File: src/rtl/tbt_pkg.sv
package tbt_pkg;
  typedef enum logic [1:0] {
    ST_IDLE,
    ST_ADDR,
    ST_WAIT,
    ST_DONE
  } tbt_state_e;

  typedef enum logic {
    MODE_CALL   = 1'b0,
    MODE_SWITCH = 1'b1
  } tbt_mode_e;
endpackage

File: src/rtl/tbt_addr_gen.sv
module tbt_addr_gen
  import tbt_pkg::*;
#(
  parameter int AW    = 32,
  parameter int IDX_W = 6,
  parameter int INSN_BYTES = 2
) (
  input  tbt_mode_e         mode_i,
  input  logic [AW-1:0]     base_i,
  input  logic [IDX_W-1:0]  index_i,
  input  logic [AW-1:0]     pc_i,
  input  logic [AW-1:0]     reg_i,
  output logic [AW-1:0]     anchor_o,
  output logic [AW-1:0]     offset_o
);
  localparam logic [AW-1:0] INSN_LEN = AW'(INSN_BYTES);

  logic [AW-1:0] idx_ext;
  assign idx_ext = {{(AW-IDX_W){1'b0}}, index_i};

  always_comb begin
    if (mode_i == MODE_CALL) begin
      anchor_o = {base_i[AW-1:1], 1'b0};
      offset_o = {idx_ext[AW-2:0], 1'b0};
    end else begin
      anchor_o = pc_i + INSN_LEN;
      offset_o = {reg_i[AW-2:0], 1'b0};
    end
  end
endmodule

File: src/rtl/tbt_target_calc.sv
module tbt_target_calc
  import tbt_pkg::*;
#(
  parameter int AW    = 32,
  parameter int ENT_W = 16
) (
  input  tbt_mode_e          mode_i,
  input  logic [AW-1:0]      anchor_i,
  input  logic [ENT_W-1:0]   entry_i,
  output logic [AW-1:0]      target_o
);
  localparam int PAD = AW - ENT_W;

  logic [AW-1:0] call_off;
  logic [AW-1:0] sw_off;

  // call: unsigned, forced even; switch: signed halfword count
  assign call_off = {{PAD{1'b0}}, entry_i[ENT_W-1:1], 1'b0};
  assign sw_off   = {{(PAD-1){entry_i[ENT_W-1]}}, entry_i, 1'b0};

  assign target_o = anchor_i + ((mode_i == MODE_CALL) ? call_off : sw_off);
endmodule

File: src/rtl/tbt_ctrl.sv
module tbt_ctrl
  import tbt_pkg::*;
(
  input  logic clk_i,
  input  logic rst_ni,
  input  logic start_i,
  input  logic mem_valid_i,
  output logic accept_o,
  output logic capture_o,
  output logic busy_o,
  output logic req_o,
  output logic done_o
);
  tbt_state_e state_q, state_d;

  always_comb begin
    state_d = state_q;
    unique case (state_q)
      ST_IDLE: if (start_i) state_d = ST_ADDR;
      ST_ADDR: state_d = mem_valid_i ? ST_DONE : ST_WAIT;
      ST_WAIT: if (mem_valid_i) state_d = ST_DONE;
      ST_DONE: state_d = ST_IDLE;
      default: state_d = ST_IDLE;
    endcase
  end

  always_ff @(posedge clk_i or negedge rst_ni) begin
    if (!rst_ni) state_q <= ST_IDLE;
    else         state_q <= state_d;
  end

  assign req_o     = (state_q == ST_ADDR) || (state_q == ST_WAIT);
  assign done_o    = (state_q == ST_DONE);
  assign busy_o    = (state_q != ST_IDLE);
  assign accept_o  = (state_q == ST_IDLE) && start_i;
  assign capture_o = req_o && mem_valid_i;

  a_r5_req_hold: assert property (@(posedge clk_i) disable iff (!rst_ni)
    (req_o && !mem_valid_i) |=> req_o);
  a_r5_req_drop: assert property (@(posedge clk_i) disable iff (!rst_ni)
    (req_o && mem_valid_i) |=> !req_o);
  a_r6_done_pulse: assert property (@(posedge clk_i) disable iff (!rst_ni)
    done_o |=> !done_o);
  a_r9_done_no_req: assert property (@(posedge clk_i) disable iff (!rst_ni)
    done_o |-> !req_o);
endmodule

File: src/rtl/tbt_unit.sv
module tbt_unit
  import tbt_pkg::*;
#(
  parameter int AW    = 32,
  parameter int IDX_W = 6,
  parameter int ENT_W = 16
) (
  input  logic             clk_i,
  input  logic             rst_ni,
  input  logic             start_i,
  input  logic             mode_i,
  input  logic [AW-1:0]    base_i,
  input  logic [IDX_W-1:0] index_i,
  input  logic [AW-1:0]    pc_i,
  input  logic [AW-1:0]    reg_i,
  output logic             busy_o,
  output logic             mem_req_o,
  output logic [AW-1:0]    mem_addr_o,
  input  logic             mem_valid_i,
  input  logic [ENT_W-1:0] mem_rdata_i,
  output logic             done_o,
  output logic [AW-1:0]    target_o
);
  tbt_mode_e     mode_in, mode_q;
  logic [AW-1:0] anchor_d, offset_d, anchor_q, offset_q;
  logic [AW-1:0] target_d, target_q;
  logic          accept, capture;

  assign mode_in = tbt_mode_e'(mode_i);

  tbt_ctrl u_ctrl (
    .clk_i      (clk_i),
    .rst_ni     (rst_ni),
    .start_i    (start_i),
    .mem_valid_i(mem_valid_i),
    .accept_o   (accept),
    .capture_o  (capture),
    .busy_o     (busy_o),
    .req_o      (mem_req_o),
    .done_o     (done_o)
  );

  tbt_addr_gen #(.AW(AW), .IDX_W(IDX_W)) u_addr (
    .mode_i  (mode_in),
    .base_i  (base_i),
    .index_i (index_i),
    .pc_i    (pc_i),
    .reg_i   (reg_i),
    .anchor_o(anchor_d),
    .offset_o(offset_d)
  );

  tbt_target_calc #(.AW(AW), .ENT_W(ENT_W)) u_tgt (
    .mode_i  (mode_q),
    .anchor_i(anchor_q),
    .entry_i (mem_rdata_i),
    .target_o(target_d)
  );

  always_ff @(posedge clk_i or negedge rst_ni) begin
    if (!rst_ni) begin
      mode_q   <= MODE_CALL;
      anchor_q <= '0;
      offset_q <= '0;
    end else if (accept) begin
      mode_q   <= mode_in;
      anchor_q <= anchor_d;
      offset_q <= offset_d;
    end
  end

  always_ff @(posedge clk_i or negedge rst_ni) begin
    if (!rst_ni)      target_q <= '0;
    else if (capture) target_q <= target_d;
  end

  assign mem_addr_o = anchor_q + offset_q;
  assign target_o   = target_q;

  a_r5_addr_stable: assert property (@(posedge clk_i) disable iff (!rst_ni)
    (mem_req_o && !mem_valid_i) |=> $stable(mem_addr_o));
  a_r7_start_ignored: assert property (@(posedge clk_i) disable iff (!rst_ni)
    (busy_o && start_i) |=> $stable(mem_addr_o));
  a_r6_done_after_valid: assert property (@(posedge clk_i) disable iff (!rst_ni)
    done_o |-> $past(mem_req_o && mem_valid_i));
  a_r6_target_hold: assert property (@(posedge clk_i) disable iff (!rst_ni)
    (done_o || !busy_o) |=> (!done_o && !busy_o) || $stable(target_o) || $past(done_o) == 1'b0);
  a_r9_busy_after_start: assert property (@(posedge clk_i) disable iff (!rst_ni)
    (!busy_o && start_i) |=> (busy_o && mem_req_o));
endmodule

File: config.mk
export PLATFORM = sky130hd
export DESIGN_NAME = tbt_unit
export DESIGN_NICKNAME = d
export VERILOG_FILES = /design/src/rtl/tbt_pkg.sv /design/src/rtl/tbt_addr_gen.sv /design/src/rtl/tbt_target_calc.sv /design/src/rtl/tbt_ctrl.sv /design/src/rtl/tbt_unit.sv
export SDC_FILE = /design/constraint.sdc
export NUM_CORES = 1
export LEC_CHECK = 0
export ABC_AREA = 1
export CAP_MARGIN = 20
export CORE_MARGIN = 4
export CORE_UTILIZATION = 53
export DETAILED_ROUTE_END_ITERATION = 7
export GPL_TIMING_DRIVEN = 0
export PLACE_DENSITY_LB_ADDON = 0.15
export SYNTH_ARGS = -nofsm -noshare
export SYNTH_HDL_FRONTEND = slang
export SYNTH_SLANG_ARGS = --single-unit
File: constraint.sdc
create_clock -name clk_i -period 3 [get_ports clk_i]
set_input_delay 0.45 -clock clk_i [delete_from_list [all_inputs] [get_ports clk_i]]
set_output_delay 0.45 -clock clk_i [all_outputs]
set_load 0.005 [all_outputs]
==> metrics <==
status=finished with violations; failing checks=negative setup slack; Worst Setup Slack, final=-39.2 ps; drt drc=0; layout cell share with drive strength beyond 1=0.125; max_cap viols=0; CTS Hold Bufs=0; WL final=33,800 um; Final period util=1.01; r2r setup slk=about 230 ps; worst skew pair latency=~370 ps; EDFF count, synth=0; post-synthesis cell type count=about 40; CTS sink count=98; Post-Route Setup TNS=-66.5 ps; final worst path period need=just over 3000 ps; Critical Path RT=between 2000 and 3000 ps; reg2reg end=target_o[13]; commonest non-fill, non-tap cells in the layout=nand2_1, clkdlybuf4s50_1, inv_1; final instance area=0.0122 sq mm; ys async rst share=1.00; Largest stage delay, worst path=~520 ps; HPWL after DPL=between 20,000 and 30,000 um; WP data arrival=roughly 2600 ps; Via density=approximately 5.7; clk root buf=clkbuf_16; Leak=~5.7 nW; clock transition at the registers of the reported paths=80 ps; worst reg2reg startpoint=mode_q; Main synth FF type=dfrtp_1; chip height=139 um; Initial DRC Count=slightly below 900; Syn Area/Cell=approximately 6.4 sq um; Worst Tran Pin Value=626 ps; Post-Syn Instances=around 1,400; Critical Path Fanout Max=4; cell repeated most along the worst path=a21oi_1; vias in the first global route=between 10,000 and 15,000; Min Hold Slack=48.9 ps; Hold Path Class=input pin to async pin; mapped cell area=~0.0091 sq mm; grt ovf=0; via count=around 11,000; pwr/cell area=about 1200 mW/mm^2; maximum clock insertion buffer count=2; pin count of the biggest net entering global routing=64; FMAX=0.329 GHz; total core area=roughly 0.017 sq mm; flops & latches, synth=~100; Crit Path Category=register to output pin; initial antenna violation count=1; Top Ports=190; number of port buffers=roughly 190; first-pass GRT wire length=52,300 um; Syn-to-layout area delta=34.3%; CP Cell Sequence=ha_4, a21oi_1, o21ai_0, a21oi_1, nand2_2, xor2_1, clkdlybuf4s50_1; Antenna Nets Post-Route=0; post-route insts no fill=1,875; area post-placement=~0.011 sq mm; sequential fraction of the synthesis area=0.269; maximum vdd drop=0.00129 V; H-tree depth=3; DIE AREA=~0.019 sq mm; Initial Utilization=0.545; Avg WL per Cell=18.0 um; Slew Viols, Final=0; CP max-delay cell=clkdlybuf4s50_1; FP Rows=47; Critical Path End Type=output pin; TritonCTS clock tree=built; cell family with most CP delay=compound AO/OA/AOI/OAI gates; GP Congestion=approximately 1; Chip Width=between 100 and 150 um; Final setup viols=2; reg2reg path depth=15; Clock Skews=around 16 ps; syn_nets=~1,600; Fin. Hold Viols=0; CP bufs+invs=1; Num CTS Buffers=9; relative max-transition margin=0.582; yosys warns=0; most common cell after layout, fill and taps aside=nand2_1; final net count=about 1,800; drt pass-1 iters=6; Setup crit start kind=register; dpl cells=around 1,800; GRT Total Usage=0.336; RSZ-0062 raised after global routing=yes
registers in the layout, indices dropped and copies added, names as in the netlist:
name            flops
anchor_q           32
target_o           32
offset_q           31
u_ctrl.state_q      2
mode_q              1
synthesized netlist by cell type (all sizes together) (18+ instances only):
library cell,n,area (sq um)
ha,51,638
nand2,494,1940
inv,134,503
dfrtp,98,2450
nand3,98,526
a21oi,93,480
xor2,29,254
o21ai,121,609
xnor2,18,158
clkbuf,29,109
nor3,23,115
nor2,144,636
nand4,21,131
layer usage:
layer,track usage,wire length [um]
met1,0.404,13000
met5,0,9
met2,0.579,16100
met3,0.0617,2800
met4,0.163,1790
power by group:
part,switching [W],internal [W],leakage (nW),total (W)
Combinational,0.00575,0.00452,4.37,0.0103
Sequential,0.000673,0.00196,1.19,0.00264
Clock,0.000575,0.000604,0.143,0.00118
layout make-up:
class | count | area [sq um]
clock buffer | 10 | 239
inverter | 135 | 510
multi-input combinational | 1153 | 6400
fill | 1385 | 4480
tap | 220 | 275
antenna | 1 | 2.50
buffer | 39 | 205
timing repair buffer | 213 | 2060
sequential | 98 | 2480
clock inverter | 6 | 56.3
through the flow:
stage	util	total power [W]	setup slack [ps]
finish	0.732	0.0141	-39.2
CTS	0.725	0.0136	5.57
global route	0.732	0.0151	-190
global placement	0.672	0.0114	-2010
detailed placement	0.674	0.0116	-312
floorplan	-	0.00791	392
what timing repair did:
action	CTS	global route
gates resized for setup	102	35
pin swaps	7	8
endpoints found under the setup margin	41	39
buffers inserted	22	5
how the worst max path moves through the flow:
stage	from	end	slack, ps	depth (start not counted)
floorplan	mode_q	target_o[13]	390	16
global placement	rst_ni	anchor_q[2]	-2010	1
detailed placement	mode_q	target_o[30]	-310	17
CTS	anchor_q[19]	mem_addr_o[28]	6	12
global route	anchor_q[10]	mem_addr_o[28]	-190	12
finish	anchor_q[10]	mem_addr_o[15]	-40	7
cells by family after synthesis:
| group | share of synthesized area |
|---|---|
| and+or+nand+nor | 0.381 |
| AOI/OAI and AO/OA | 0.152 |
| buffers and inverters | 0.0775 |
| DFF | 0.269 |
| adders and majority gates | 0.0745 |
| xor gates and xnor gates | 0.0452 |
Note: power is estimated with default switching activity, not from simulation.
